### config.mk
export PLATFORM = sky130hd
export DESIGN_NAME = flash_pe_sequencer
export DESIGN_NICKNAME = d
export VERILOG_FILES = /design/src/rtl/flseq_pkg.sv /design/src/rtl/flseq_sect_pick.sv /design/src/rtl/flseq_step_rom.sv /design/src/rtl/flash_pe_sequencer.sv
export SDC_FILE = /design/constraint.sdc
export NUM_CORES = 1
export LEC_CHECK = 0
export BUFFER_PORTS_ARGS = -buffer_cell sky130_fd_sc_hd__buf_2
export CAP_MARGIN = 20
export CELL_PAD_IN_SITES_DETAIL_PLACEMENT = 1
export CELL_PAD_IN_SITES_GLOBAL_PLACEMENT = 2
export CORE_UTILIZATION = 32
export CTS_BUF_LIST = sky130_fd_sc_hd__clkbuf_16
export DETAILED_ROUTE_END_ITERATION = 7
export PLACE_DENSITY_LB_ADDON = 0.1
export SLEW_MARGIN = 40
export SYNTH_ARGS = -nofsm -noshare
export SYNTH_HDL_FRONTEND = slang
export SYNTH_HIERARCHICAL = 1
export SYNTH_SLANG_ARGS = --single-unit
### constraint.sdc
create_clock -name clk -period 2.6 [get_ports clk]
set_clock_uncertainty 0.05 [all_clocks]
set_input_delay 0.39 -clock clk [delete_from_list [all_inputs] [get_ports clk]]
set_output_delay 0.39 -clock clk [all_outputs]
set_load 0.005 [all_outputs]
### src/rtl/flseq_pkg.sv
package flseq_pkg;

  typedef enum logic [1:0] {
    CMD_PROG = 2'd0,
    CMD_SECT = 2'd1,
    CMD_CHIP = 2'd2,
    CMD_RSVD = 2'd3
  } cmd_e;

  typedef enum logic [2:0] {
    ST_IDLE = 3'd0,
    ST_WLO  = 3'd1,
    ST_WHI  = 3'd2,
    ST_GAP  = 3'd3,
    ST_RD   = 3'd4
  } st_e;

  localparam logic [15:0] UNLOCK_A = 16'h5555;
  localparam logic [15:0] UNLOCK_B = 16'h2AAA;

endpackage

### src/rtl/flseq_sect_pick.sv
module flseq_sect_pick #(
  parameter int SECT_W = 3
) (
  input  logic [(1<<SECT_W)-1:0] mask,
  output logic [(1<<SECT_W)-1:0] first_oh,
  output logic [SECT_W-1:0]      first_idx
);
  localparam int NSECT = 1 << SECT_W;

  logic [SECT_W-1:0] term [NSECT];

  // lowest set bit of the remaining mask
  assign first_oh = mask & (~mask + 1'b1);

  for (genvar g = 0; g < NSECT; g++) begin : g_enc
    assign term[g] = first_oh[g] ? SECT_W'(g) : '0;
  end

  always_comb begin
    first_idx = '0;
    for (int i = 0; i < NSECT; i++) first_idx = first_idx | term[i];
  end

endmodule

### src/rtl/flseq_step_rom.sv
module flseq_step_rom
  import flseq_pkg::*;
#(
  parameter int ADDR_W = 19,
  parameter int SECT_W = 3
) (
  input  cmd_e              cmd,
  input  logic [2:0]        step,
  input  logic [ADDR_W-1:0] tgt_addr,
  input  logic [7:0]        tgt_data,
  input  logic [SECT_W-1:0] sect_idx,
  output logic [ADDR_W-1:0] wr_addr,
  output logic [7:0]        wr_data
);
  localparam int LOW_W = ADDR_W - SECT_W;

  logic [ADDR_W-1:0] a_key, b_key, sect_base;

  assign a_key     = ADDR_W'(UNLOCK_A);
  assign b_key     = ADDR_W'(UNLOCK_B);
  assign sect_base = {sect_idx, {LOW_W{1'b0}}};

  always_comb begin
    wr_addr = a_key;
    wr_data = 8'hAA;
    unique case (step)
      3'd0: begin wr_addr = a_key; wr_data = 8'hAA; end
      3'd1: begin wr_addr = b_key; wr_data = 8'h55; end
      3'd2: begin
        wr_addr = a_key;
        wr_data = (cmd == CMD_PROG) ? 8'hA0 : 8'h80;
      end
      3'd3: begin
        if (cmd == CMD_PROG) begin
          wr_addr = tgt_addr;
          wr_data = tgt_data;
        end else begin
          wr_addr = a_key;
          wr_data = 8'hAA;
        end
      end
      3'd4: begin wr_addr = b_key; wr_data = 8'h55; end
      default: begin
        if (cmd == CMD_CHIP) begin
          wr_addr = a_key;
          wr_data = 8'h10;
        end else begin
          wr_addr = sect_base;
          wr_data = 8'h30;
        end
      end
    endcase
  end

endmodule

### src/rtl/flash_pe_sequencer.sv
module flash_pe_sequencer
  import flseq_pkg::*;
#(
  parameter int ADDR_W     = 19,
  parameter int SECT_W     = 3,
  parameter int T_WE_LO    = 3,
  parameter int T_WE_HI    = 2,
  parameter int T_GAP      = 1,
  parameter int T_RD       = 3,
  parameter int POLL_LIMIT = 1000
) (
  input  logic                    clk,
  input  logic                    rst_n,
  input  logic                    req_start,
  input  logic [1:0]              req_cmd,
  input  logic [ADDR_W-1:0]       req_addr,
  input  logic [7:0]              req_data,
  input  logic [(1<<SECT_W)-1:0]  req_sect_mask,
  output logic                    busy,
  output logic                    done,
  output logic                    timeout,
  output logic                    fl_ce_n,
  output logic                    fl_we_n,
  output logic                    fl_oe_n,
  output logic [ADDR_W-1:0]       fl_addr,
  output logic [7:0]              fl_dq_out,
  output logic                    fl_dq_oe,
  input  logic [7:0]              fl_dq_in
);
  localparam int NSECT   = 1 << SECT_W;
  localparam int M1      = (T_WE_LO > T_WE_HI) ? T_WE_LO : T_WE_HI;
  localparam int M2      = (T_GAP > T_RD) ? T_GAP : T_RD;
  localparam int CNT_MAX = (M1 > M2) ? M1 : M2;
  localparam int CNT_W   = $clog2(CNT_MAX + 1);
  localparam int POLL_W  = $clog2(POLL_LIMIT + 1);

  st_e               st_q, st_d;
  logic [CNT_W-1:0]  cnt_q, cnt_d;
  logic [2:0]        step_q, step_d;
  cmd_e              cmd_q, cmd_d;
  logic [ADDR_W-1:0] addr_q, addr_d;
  logic [7:0]        data_q, data_d;
  logic [NSECT-1:0]  mask_q, mask_d;
  logic [POLL_W-1:0] poll_q, poll_d;
  logic              done_q, done_d;
  logic              tmo_q, tmo_d;

  logic [NSECT-1:0]  cur_oh;
  logic [SECT_W-1:0] cur_idx;
  logic              accept, last_step, final_wr, exp_bit, unused_dq;

  flseq_sect_pick #(.SECT_W(SECT_W)) u_pick (
    .mask      (mask_q),
    .first_oh  (cur_oh),
    .first_idx (cur_idx)
  );

  flseq_step_rom #(.ADDR_W(ADDR_W), .SECT_W(SECT_W)) u_rom (
    .cmd      (cmd_q),
    .step     (step_q),
    .tgt_addr (addr_q),
    .tgt_data (data_q),
    .sect_idx (cur_idx),
    .wr_addr  (fl_addr),
    .wr_data  (fl_dq_out)
  );

  assign unused_dq = ^fl_dq_in[6:0];

  assign accept = req_start && (st_q == ST_IDLE) &&
                  ((req_cmd == CMD_PROG) || (req_cmd == CMD_CHIP) ||
                   ((req_cmd == CMD_SECT) && (|req_sect_mask)));

  assign last_step = (cmd_q == CMD_PROG) ? (step_q == 3'd3) : (step_q == 3'd5);
  assign final_wr  = last_step &&
                     ((cmd_q != CMD_SECT) || ((mask_q & ~cur_oh) == '0));
  assign exp_bit   = (cmd_q == CMD_PROG) ? data_q[7] : 1'b1;

  // next-state process
  always_comb begin
    st_d   = st_q;
    cnt_d  = cnt_q;
    step_d = step_q;
    cmd_d  = cmd_q;
    addr_d = addr_q;
    data_d = data_q;
    mask_d = mask_q;
    poll_d = poll_q;
    done_d = 1'b0;
    tmo_d  = 1'b0;
    unique case (st_q)
      ST_IDLE: begin
        if (accept) begin
          st_d   = ST_WLO;
          cnt_d  = '0;
          step_d = '0;
          cmd_d  = cmd_e'(req_cmd);
          addr_d = req_addr;
          data_d = req_data;
          mask_d = req_sect_mask;
          poll_d = '0;
        end
      end
      ST_WLO: begin
        if (cnt_q == CNT_W'(T_WE_LO - 1)) begin
          st_d  = ST_WHI;
          cnt_d = '0;
        end else begin
          cnt_d = cnt_q + 1'b1;
        end
      end
      ST_WHI: begin
        if (cnt_q == CNT_W'(T_WE_HI - 1)) begin
          cnt_d = '0;
          if (final_wr) begin
            st_d = ST_GAP;
          end else begin
            st_d = ST_WLO;
            if (last_step) mask_d = mask_q & ~cur_oh;
            else           step_d = step_q + 3'd1;
          end
        end else begin
          cnt_d = cnt_q + 1'b1;
        end
      end
      ST_GAP: begin
        if (cnt_q == CNT_W'(T_GAP - 1)) begin
          st_d  = ST_RD;
          cnt_d = '0;
        end else begin
          cnt_d = cnt_q + 1'b1;
        end
      end
      ST_RD: begin
        if (cnt_q == CNT_W'(T_RD - 1)) begin
          cnt_d = '0;
          if (fl_dq_in[7] == exp_bit) begin
            st_d   = ST_IDLE;
            done_d = 1'b1;
          end else if (poll_q == POLL_W'(POLL_LIMIT - 1)) begin
            st_d  = ST_IDLE;
            tmo_d = 1'b1;
          end else begin
            poll_d = poll_q + 1'b1;
            st_d   = ST_GAP;
          end
        end else begin
          cnt_d = cnt_q + 1'b1;
        end
      end
      default: st_d = ST_IDLE;
    endcase
  end

  // register process
  always_ff @(posedge clk or negedge rst_n) begin
    if (!rst_n) begin
      st_q   <= ST_IDLE;
      cnt_q  <= '0;
      step_q <= '0;
      cmd_q  <= CMD_PROG;
      addr_q <= '0;
      data_q <= '0;
      mask_q <= '0;
      poll_q <= '0;
      done_q <= 1'b0;
      tmo_q  <= 1'b0;
    end else begin
      st_q   <= st_d;
      cnt_q  <= cnt_d;
      step_q <= step_d;
      cmd_q  <= cmd_d;
      addr_q <= addr_d;
      data_q <= data_d;
      mask_q <= mask_d;
      poll_q <= poll_d;
      done_q <= done_d;
      tmo_q  <= tmo_d;
    end
  end

  assign busy     = (st_q != ST_IDLE);
  assign done     = done_q;
  assign timeout  = tmo_q;
  assign fl_ce_n  = (st_q == ST_IDLE);
  assign fl_we_n  = (st_q != ST_WLO);
  assign fl_oe_n  = (st_q != ST_RD);
  assign fl_dq_oe = (st_q == ST_WLO) || (st_q == ST_WHI);

  // write enable low only inside a driven write cycle
  p_we_in_write_r5: assert property (@(posedge clk) disable iff (!rst_n)
    !fl_we_n |-> (!fl_ce_n && fl_oe_n && fl_dq_oe));

  // address and data held while write enable stays low
  p_addr_hold_r5: assert property (@(posedge clk) disable iff (!rst_n)
    (!fl_we_n && !$past(fl_we_n)) |-> ($stable(fl_addr) && $stable(fl_dq_out)));

  // bus already released in the clock before a read starts
  p_release_before_read_r6: assert property (@(posedge clk) disable iff (!rst_n)
    $fell(fl_oe_n) |-> !$past(fl_dq_oe));

  // no drive while the flash drives
  p_no_contention_r6: assert property (@(posedge clk) disable iff (!rst_n)
    !fl_oe_n |-> !fl_dq_oe);

  // completion pulse comes with busy low
  p_done_idle_r7: assert property (@(posedge clk) disable iff (!rst_n)
    (done || timeout) |-> !busy);

  // done and timeout never together
  p_done_tmo_excl_r8: assert property (@(posedge clk) disable iff (!rst_n)
    !(done && timeout));

  // a strobe while busy leaves the latched request alone
  p_ignore_busy_r9: assert property (@(posedge clk) disable iff (!rst_n)
    (busy && req_start) |=> ((cmd_q == $past(cmd_q)) && (addr_q == $past(addr_q))));

endmodule

==> flow_summary.json, run 1 <==
{
  "run_status": "completed",
  "grt_max_degree": 36,
  "gr-total-overflow": 0,
  "crit_arrival_ns": 1.94,
  "initial_core_util_pct": 32.9,
  "wl_um": 10200,
  "final.min_clock_period_ns": 2.38,
  "synth-seq-cells": 57,
  "cts_buffers": 9,
  "slew_violations": 0,
  "r2r-end": "mask_q[0]$_DFFE_PN0P_",
  "required_ns": 2.16,
  "dr_wl_met3_um": 328,
  "first_global_vias": 3410,
  "cts_buffer_depth": 2,
  "switching_power_w": 0.00240,
  "maxCapViolations": 0,
  "clkPwrFrac_pct": 18.2,
  "routed-wl-met2_um": 4620,
  "viasPerCell": 5.05,
  "fin_crit_sh_pct": 91.6,
  "hold_buffers": 0,
  "insertion_delay_ns": 0.33,
  "avgSynthCellArea_um2": 8.54,
  "clockRootBuffer": "clkbuf_16",
  "startpoint": "step_q[2]$_DFFE_PN0P_",
  "internal-power_w": 0.00306,
  "tns_ns": 0,
  "place.gp.congestion": 0.772,
  "power_frac_seq_pct": 29.7,
  "cellPowerDensity_nw_per_um2": 1240,
  "die_x_um": 108,
  "portBuffers": 74,
  "synth.cell_area_um2": 3580,
  "fin_nets": 555,
  "setup_viol": 0,
  "clkTransAtPathRegs_ns": 0.05,
  "syn_nets": 475,
  "hold_viol": 0,
  "swShare_pct": 43.9,
  "fmax_mhz": 420,
  "rows": 38,
  "dp.final_hpwl_um": 7360,
  "route.detailed.drc": 0,
  "r2r_cells": 5,
  "antenna-diode-count": 0,
  "dr.pass1.iters": 4,
  "via_count": 3242,
  "layout-drive-gt1-share_pct": 24.7,
  "r2r-start": "step_q[2]$_DFFE_PN0P_",
  "synth_flop_cell": "dfrtp_1",
  "rsz0062_at_grt": "no",
  "synth_warnings": 6,
  "comb_power_share_pct": 52.1,
  "htreeDepth": 3,
  "worst-path-max-fanout": 18,
  "drtIter0Drc": 89,
  "fp.dieH_um": 108,
  "synthArstFlopShare_pct": 100,
  "yosysUniqueCellTypes": 70,
  "yosysSeqAreaShare_pct": 39.9,
  "area_growth_pct": 22.7,
  "synth_edf_count": 0,
  "antenna_found_initial": 0,
  "worstMarginPinSlew_ns": 0.662,
  "track_usage_pct": 19.1,
  "die_area_um2": 11600,
  "power.total_w": 0.00546,
  "highest_layer": "met4",
  "hold_class": "primary input to asynchronous set/reset pin",
  "timing.slew.headroom_pct": 55.6,
  "path_class": "register to output pin",
  "leakage_nw": 2.21,
  "wl_met1_um": 5070,
  "cp-end-kind": "output pin",
  "cts.sinks": 57,
  "antenna_left": 0,
  "ios": 82,
  "coreArea_um2": 10900,
  "reg2reg_slack_ns": 0.28,
  "ir_worst_vdd_mv": 0.420,
  "postLayoutCoreUtil_pct": 40.3,
  "synth_cells": 419,
  "wl_per_cell_um": 15.8,
  "cts_tree": "done",
  "grt_pass1_wl_um": 17300,
  "critPathLaunchType": "register"
}
routing by layer:
metal / up-vias / global-route usage, %
met5: - / 0
met4: 0 / 7.63
met3: 11 / 2.48
met2: 53 / 30.4
met1: 1567 / 26.1
li1: 1611 / -
how the worst max path moves through the flow:
stage,endpoint,slack [ns],cells past startpoint
3_3_place_gp,mask_q[6]$_DFFE_PN0P_,0.32,7
4_1_cts,fl_addr[8],0.09,4
2_1_floorplan,st_q[1]$_DFFE_PN0P_,0.71,6
5_1_grt,fl_addr[7],0.07,4
6_report,fl_addr[7],0.22,4
3_5_place_dp,mask_q[0]$_DFFE_PN0P_,0.29,7
synth_stat cells (3+ instances only):
library cell	n	area, µm²
a21oi_1	24	120
clkbuf_1	10	37.5
nor2_1	13	48.8
nor2b_1	9	56.3
nor4_1	4	25.0
a22o_1	3	26.3
ha_1	8	100
nand2_1	112	420
nor3b_1	3	22.5
o31ai_1	6	45.0
buf_2	5	25.0
or4_1	6	45.0
a21o_1	10	75.1
mux2i_1	8	80.1
a211oi_1	3	22.5
nand2b_1	15	93.8
o21ai_0	6	30.0
nand4_1	5	31.3
o21a_1	10	75.1
inv_1	28	105
dfrtp_1	57	1430
o221ai_1	8	70.1
a31oi_1	3	18.8
buf_4	3	22.5
buf_6	3	33.8
placed cells by master, fill, tap and decap left out, drive strengths merged, types with 4 or more instances in the layout:
cell type and instances:
a21o 11, a21oi 25, and3 4, buf 91
clkbuf 9, dfrtp 57, ha 8, inv 32
mux2i 8, nand2 112, nand2b 15, nand4 6
nor2 15, nor2b 9, nor3 6, nor4 6
o21a 10, o21ai 9, o221ai 8, o31ai 6
or4 7
layout make-up:
class	count	area [µm²]
sequential	57	1430
clock inverter	5	18.8
multi-input combinational	311	1930
fill	1338	6500
clock buffer	9	225
inverter	29	109
tap	140	175
timing repair buffer	91	510
sequential cells by signal (all words and copies together), names as in the netlist:
register / flops
poll_q: 10
cnt_q: 2
mask_q: 8
step_q: 3
st_q: 3
cmd_q: 2
data_q: 8
done: 1
addr_q: 19
timeout: 1
power groups by stage:
stage | logic, W | registers, W | clock network [W]
2_1_floorplan | 0.00197 | 0.00153 | 0
3_3_place_gp | 0.00281 | 0.00162 | 0
3_5_place_dp | 0.00287 | 0.00164 | 0
4_1_cts | 0.00289 | 0.00162 | 0.00103
5_1_grt | 0.00328 | 0.00169 | 0.00106
6_report | 0.00284 | 0.00162 | 0.000993
cells by family (layout without fill, tap and decap cells):
family          after synthesis  in the layout  share of synthesized area, %
fa+ha+maj                     8              8                          2.80
compound gates               96             96                          19.1
xor+xnor                      2              2                         0.490
mux                           9              9                          2.55
simple gates                196            196                          28.7
flops                        57             57                          39.9
buf+inv                      51            134                          6.47
worst max-delay path, stage by stage, from the launching register on:
cell and delay, ns:
dfrtp_1 0.76, xnor2_1 0.17, nor2_2 0.44, a21o_1 0.14, buf_2 0.12
through the flow:
step / hold WS, ns / instance area (µm²) / instances / setup slack, ns
6_report: 0.0142 / 4390 / 642 / 0.219
5_1_grt: 0.0540 / 4390 / 642 / 0.0656
4_1_cts: 0.0230 / 4370 / 640 / 0.0877
3_5_place_dp: 0.371 / 4130 / 626 / 0.286
3_3_place_gp: 0.376 / 4130 / 626 / 0.324
2_1_floorplan: 0.0444 / 3580 / 419 / 0.711
timing repair:
| action | in CTS | in global routing |
|---|---|---|
| buffers inserted | 0 | 2 |
| resized for setup | 0 | 1 |
| setup endpoints to repair | 0 | 12 |
Power figures use the tool's default switching activity.
==> run 2: changes to the inputs <==
- CORE_UTILIZATION: 32 -> 31
- SYNTH_HIERARCHICAL: 1 -> not set
==> run 2 against run 1 <==
Effect of this change:
- combinational power is 4% lower
- sequential cell count is the same
- maximum frequency is 3.1% lower
- worst setup slack got worse by 0.076 ns
- via count rose by 4.0%
- first-iteration DRC count is 16% higher
- hold slack lost 0.0041 ns
==> flow_summary.json, run 2 <==
{
  "via_count": 3371,
  "cp-end-kind": "output pin",
  "yosysUniqueCellTypes": 63,
  "synth_edf_count": 0,
  "gr-total-overflow": 0,
  "track_usage_pct": 19.5,
  "fmax_mhz": 407,
  "synth_common_cells": "nand2_1, dfrtp_1, a21oi_1",
  "cts_buffer_depth": 2,
  "cellPowerDensity_nw_per_um2": 1240,
  "crit_arrival_ns": 2.02,
  "yosysMostFrequentCell": "nand2_1",
  "synthArstFlopShare_pct": 100,
  "fin_nets": 562,
  "clkPwrFrac_pct": 22.9,
  "yosysTopAreaCell": "dfrtp_1",
  "setup_viol": 0,
  "power_frac_seq_pct": 27.5,
  "route.detailed.drc": 0,
  "required_ns": 2.16,
  "r2r-start": "step_q[2]$_DFFE_PN0P_",
  "fp.dieH_um": 109,
  "rsz0062_at_grt": "no",
  "first_global_vias": 3530,
  "largest_reg_flops": 19,
  "run_status": "completed",
  "insertion_delay_ns": 0.33,
  "layout_common_cells": "nand2_1, buf_2, dfrtp_1",
  "layoutNonFillerInstCount": 650,
  "fin_crit_sh_pct": 94.5,
  "viasPerCell": 5.19,
  "fin_hold_ws_ns": 0.0101,
  "cts.sinks": 57,
  "grt_pass1_wl_um": 17700,
  "wl_um": 10600,
  "portBuffers": 74,
  "comb_power_share_pct": 49.6,
  "hold_viol": 0,
  "synth_flop_cell": "dfrtp_1",
  "cts_tree": "done",
  "switching_power_w": 0.00230,
  "ir_worst_vdd_mv": 0.412,
  "final.min_clock_period_ns": 2.46,
  "maxCapViolations": 0,
  "yosysSeqAreaShare_pct": 40.5,
  "reg_top3": "addr_q (19), poll_q (10)",
  "cts_buffers": 9,
  "die_x_um": 109,
  "critPathLaunchType": "register",
  "die_area_um2": 11800,
  "worst-path-max-fanout": 5,
  "synth_warnings": 0,
  "startpoint": "step_q[0]$_DFFE_PN0P_",
  "clkTransAtPathRegs_ns": 0.05,
  "wl_per_cell_um": 16.3,
  "ios": 82,
  "htreeDepth": 3,
  "antenna-diode-count": 0,
  "initial_core_util_pct": 32.2,
  "synth_top_cell_area_share_pct": 40.5,
  "layout-drive-gt1-share_pct": 26.1,
  "path_class": "register to output pin",
  "place.gp.congestion": 0.785,
  "timing.slew.headroom_pct": 62.4,
  "dr.pass1.iters": 4,
  "synth_area_leaders": "dfrtp_1, nand2_1, a21oi_1",
  "place_inst": 634,
  "internal-power_w": 0.00323,
  "worstMarginPinSlew_ns": 0.564,
  "antenna_left": 0,
  "hold_buffers": 0,
  "swShare_pct": 41.6,
  "slew_violations": 0,
  "grt_max_degree": 38,
  "dp.final_hpwl_um": 7650,
  "power.total_w": 0.00553,
  "rows": 38,
  "r2r_cells": 8,
  "antenna_found_initial": 1,
  "leakage_nw": 2.24,
  "clockRootBuffer": "clkbuf_16",
  "synth.cell_area_um2": 3520,
  "synth-seq-cells": 57,
  "area_growth_pct": 27.2,
  "coreArea_um2": 10900,
  "avgSynthCellArea_um2": 8.26,
  "hold_class": "primary input to asynchronous set/reset pin",
  "drtIter0Drc": 103,
  "syn_nets": 483,
  "layout_commonest_cell": "nand2_1",
  "synth_cells": 426,
  "top_register": "addr_q"
}
==> run 2: cell types whose count changed in the layout (fill, tap and decap cells not counted), sizes merged, moves of 5 or more <==
cell,change
inv,-14
o21ai,+12
nand2b,-11
nor2,+9
o221ai,-8
o21a,-7
and2,+5
mux2i,-5
nand3,+5
nor2b,-5
==> run 2: power by group through the flow <==
stage / logic [W] / registers [W] / clock network (W)
after floorplan: 0.00183 / 0.00139 / 0
after detailed placement: 0.00274 / 0.00153 / 0
final: 0.00274 / 0.00152 / 0.00127
after global routing: 0.00312 / 0.00158 / 0.00134
after global placement: 0.00270 / 0.00152 / 0
after CTS: 0.00277 / 0.00152 / 0.00130
==> run 2: cells by family (layout without fill, tap and decap cells) <==
group | Yosys count | after routing | synth area share (%)
compound gates | 106 | 106 | 21.3
mux | 6 | 6 | 1.81
fa+ha+maj | 9 | 9 | 3.20
flops | 57 | 57 | 40.5
simple gates | 202 | 202 | 26.9
xor+xnor | 3 | 3 | 0.960
buf+inv | 43 | 127 | 5.26
==> run 2: layout make-up <==
| cell class | instances | area [µm²] |
|---|---|---|
| multi-input combinational | 326 | 1930 |
| clock buffer | 9 | 225 |
| sequential | 57 | 1430 |
| timing repair buffer | 95 | 569 |
| clock inverter | 7 | 87.6 |
| tap | 140 | 175 |
| inverter | 16 | 60.1 |
| fill | 1334 | 6460 |
==> run 2: layer usage <==
metal / vias up / track usage, % / share of wire, %
li1: 1653 / - / -
met1: 1645 / 25.9 / 48
met2: 60 / 32.6 / 47
met3: 11 / 3.86 / 3.7
met4: 2 / 4.63 / 0.77
met5: - / 0 / 0.12
==> run 2: stage by stage <==
step / TNS [ns] / setup slack (ns) / util [%] / instance area, µm²
3_5_place_dp: 0 / 0.259 / 37.8 / 4140
4_1_cts: -0.0518 / -0.0349 / 40.8 / 4460
5_1_grt: 0 / 0.0153 / 40.9 / 4480
2_1_floorplan: 0 / 0.503 / - / 3520
3_3_place_gp: 0 / 0.299 / 37.8 / 4140
6_report: 0 / 0.144 / 40.9 / 4480
==> run 2: final timing paths <==
kind                                         end  slack, ns
setup / recovery                     fl_addr[16]       0.14
hold / removal              cnt_q[0]$_DFFE_PN0P_       0.01
setup reg to reg           mask_q[5]$_DFFE_PN0P_       0.33
hold reg to reg            addr_q[4]$_DFFE_PN0P_       0.42
max in group asynchronous  data_q[1]$_DFFE_PN0P_       1.89
min in group clk           addr_q[8]$_DFFE_PN0P_       0.20
==> run 2: critical path, cell delays in order (launching register included) <==
cell     delay (ns)
dfrtp_2        0.40
inv_1          0.07
ha_1           0.23
mux2_2         0.30
nor2_2         0.14
nand2_2        0.11
o31ai_1        0.28
buf_2          0.17
==> run 2: timing repair <==
item                                    4_1_cts  5_1_grt
endpoints found under the setup margin        3       11
buffers inserted                              0        0
pin swaps                                     1        0
gates resized for setup                       1        6
==> run 3: changes to the inputs <==
- HOLD_SLACK_MARGIN: not set -> 0.08
==> run 3 against run 2 <==
Effect of this change:
- combinational power about the same
- non-clock buffer count rose by 1
- routed wire length is 0.10% lower
- sequential power hardly changed
- first-iteration DRC count is 9.7% higher
- global-route usage barely moved
- maximum frequency decreased by 0.36%
- sequential share of layout area down 0.071 points
- critical path type unchanged
- largest cell class unchanged
- highest routed layer unchanged
==> flow_summary.json, run 3 (synthesized netlist as in run 2, its figures left out) <==
{
  "final.min_clock_period_ns": 2.47,
  "crit_arrival_ns": 2.03,
  "register_area_um2": 1430,
  "comb_power_share_pct": 49.7,
  "r2r_cells": 8,
  "postLayoutCoreUtil_pct": 41.0,
  "dr.pass1.iters": 4,
  "slew_violations": 0,
  "cp-end-kind": "output pin",
  "area_growth_pct": 27.5,
  "r2r-start": "step_q[2]$_DFFE_PN0P_",
  "fillers": 1330,
  "worstMarginPinSlew_ns": 0.556,
  "initial_core_util_pct": 32.2,
  "clkTransAtPathRegs_ns": 0.06,
  "antenna_found_initial": 1,
  "htreeDepth": 3,
  "layout-drive-gt1-share_pct": 26.0,
  "fp.dieH_um": 109,
  "viasPerCell": 5.21,
  "swShare_pct": 41.6,
  "largest_reg_flops": 19,
  "layout_commonest_cell": "nand2_1",
  "worst-path-max-fanout": 5,
  "met3_usage_pct": 3.86,
  "internal-power_w": 0.00323,
  "cts_tree": "done",
  "insertion_delay_ns": 0.32,
  "leakage_nw": 2.24,
  "antenna_left": 0,
  "timing.slew.headroom_pct": 62.7,
  "setup_viol": 0,
  "cts.sinks": 57,
  "portBuffers": 74,
  "fmax_mhz": 406,
  "drtIter0Drc": 113,
  "clockRootBuffer": "clkbuf_16",
  "cts_buffer_depth": 2,
  "use_met2_pct": 32.7,
  "top_register": "addr_q",
  "antenna-diode-count": 0,
  "worstHoldStart": "req_addr[8]",
  "layout_common_cells": "nand2_1, buf_2, dfrtp_1",
  "via_count": 3389,
  "rows": 38,
  "critPathMaxStageDelay_ns": 0.40,
  "ios": 82,
  "hold_class": "primary input to register",
  "reg_top3": "addr_q (19), poll_q (10)",
  "required_ns": 2.16,
  "holdPathStages": 3,
  "reg2reg_slack_ns": 0.33,
  "gr-total-overflow": 0,
  "ir_worst_vdd_mv": 0.412,
  "dp.final_hpwl_um": 7650,
  "maxCapViolations": 0,
  "min_to": "addr_q[8]$_DFFE_PN0P_",
  "wl_um": 10600,
  "crit_path_cell_trace": "inv_1 -> ha_1 -> mux2_2 -> nor2_2 -> nand2_2 -> o31ai_1 -> buf_2",
  "clkPwrFrac_pct": 22.9,
  "power.total_w": 0.00554,
  "grt_max_degree": 38,
  "fin_nets": 563,
  "hold_viol": 0,
  "slowest_stage": "dfrtp_2",
  "coreArea_um2": 10900,
  "switching_power_w": 0.00230,
  "grt_busiest_layer": "met2",
  "track_usage_pct": 19.6,
  "fin_crit_sh_pct": 94.8,
  "run_status": "completed",
  "first_global_vias": 3542,
  "die_area_um2": 11800,
  "grt_use_met1_pct": 25.9,
  "multi_input_area_um2": 1930,
  "place.gp.congestion": 0.785,
  "power_frac_seq_pct": 27.5,
  "rsz0062_at_grt": "no",
  "die_x_um": 109,
  "wl_per_cell_um": 16.2,
  "route.detailed.drc": 0,
  "cts_buffers": 9,
  "path_class": "register to output pin",
  "cellPowerDensity_nw_per_um2": 1230,
  "critPathLaunchType": "register",
  "grt_pass1_wl_um": 17700,
  "postCtsSetupRepairBufs": 0,
  "r2r-end": "mask_q[5]$_DFFE_PN0P_"
}
-- run 3: worst max-delay path: cells and delay by family (launching register included) --
kind,cells,cell delay (ns)
and+or+nand+nor,2,0.25
DFF,1,0.40
buffers and inverters,2,0.24
AOI/OAI and AO/OA,1,0.28
muxes,1,0.30
adders and majority gates,1,0.23
-- run 3: power groups by stage --
| stage | registers [W] | clock network, W | logic [W] |
|---|---|---|---|
| after floorplan | 0.00139 | 0 | 0.00183 |
| after global routing | 0.00158 | 0.00134 | 0.00312 |
| final | 0.00152 | 0.00127 | 0.00275 |
| after global placement | 0.00152 | 0 | 0.00270 |
| after detailed placement | 0.00153 | 0 | 0.00274 |
| after CTS | 0.00152 | 0.00130 | 0.00277 |
-- run 3: metal layers --
layer	up-vias	wire (µm)
met5	-	13
met2	62	4990
met3	11	396
met4	2	81
met1	1657	5090
li1	1657	-
-- run 3: how the worst max path moves through the flow --
stage | endpoint | slack, ns | start | cells after the start
after floorplan | mask_q[2]$_DFFE_PN0P_ | 0.50 | step_q[0]$_DFFE_PN0P_ | 7
after global placement | fl_addr[17] | 0.30 | step_q[0]$_DFFE_PN0P_ | 7
after detailed placement | fl_addr[17] | 0.26 | step_q[0]$_DFFE_PN0P_ | 7
after CTS | fl_addr[10] | -0.03 | step_q[0]$_DFFE_PN0P_ | 7
after global routing | fl_addr[18] | 0.02 | step_q[2]$_DFFE_PN0P_ | 7
final | fl_addr[16] | 0.13 | step_q[0]$_DFFE_PN0P_ | 7
-- run 3: what timing repair did --
| action | 4_1_cts | 5_1_grt |
|---|---|---|
| pin swaps | 1 | 0 |
| endpoints found under the setup margin | 3 | 11 |
| gates cloned | 0 | 0 |
| resized for setup | 1 | 6 |
| hold endpoints to repair | 20 | 0 |
| hold buffers | 1 | 0 |
-- run 3: final cells by class --
type,count,area share [%]
clock inverters,7,1.95
repair buffers,96,12.9
well taps,140,3.90
clock buffers,9,5.02
inverters,16,1.34
flip-flops and latches,57,31.8
multi-input cells,326,43.1
-- run 3: metrics by stage --
| step | TNS (ns) | instances | hold slack, ns | setup WS, ns | instance area, µm² |
|---|---|---|---|---|---|
| floorplan | 0 | 426 | 0.0444 | 0.503 | 3520 |
| global placement | 0 | 634 | 0.375 | 0.299 | 4140 |
| detailed placement | 0 | 634 | 0.361 | 0.259 | 4140 |
| CTS | -0.0518 | 651 | 0.197 | -0.0349 | 4470 |
| global route | 0 | 651 | 0.203 | 0.0153 | 4490 |
| finish | 0 | 651 | 0.202 | 0.135 | 4490 |
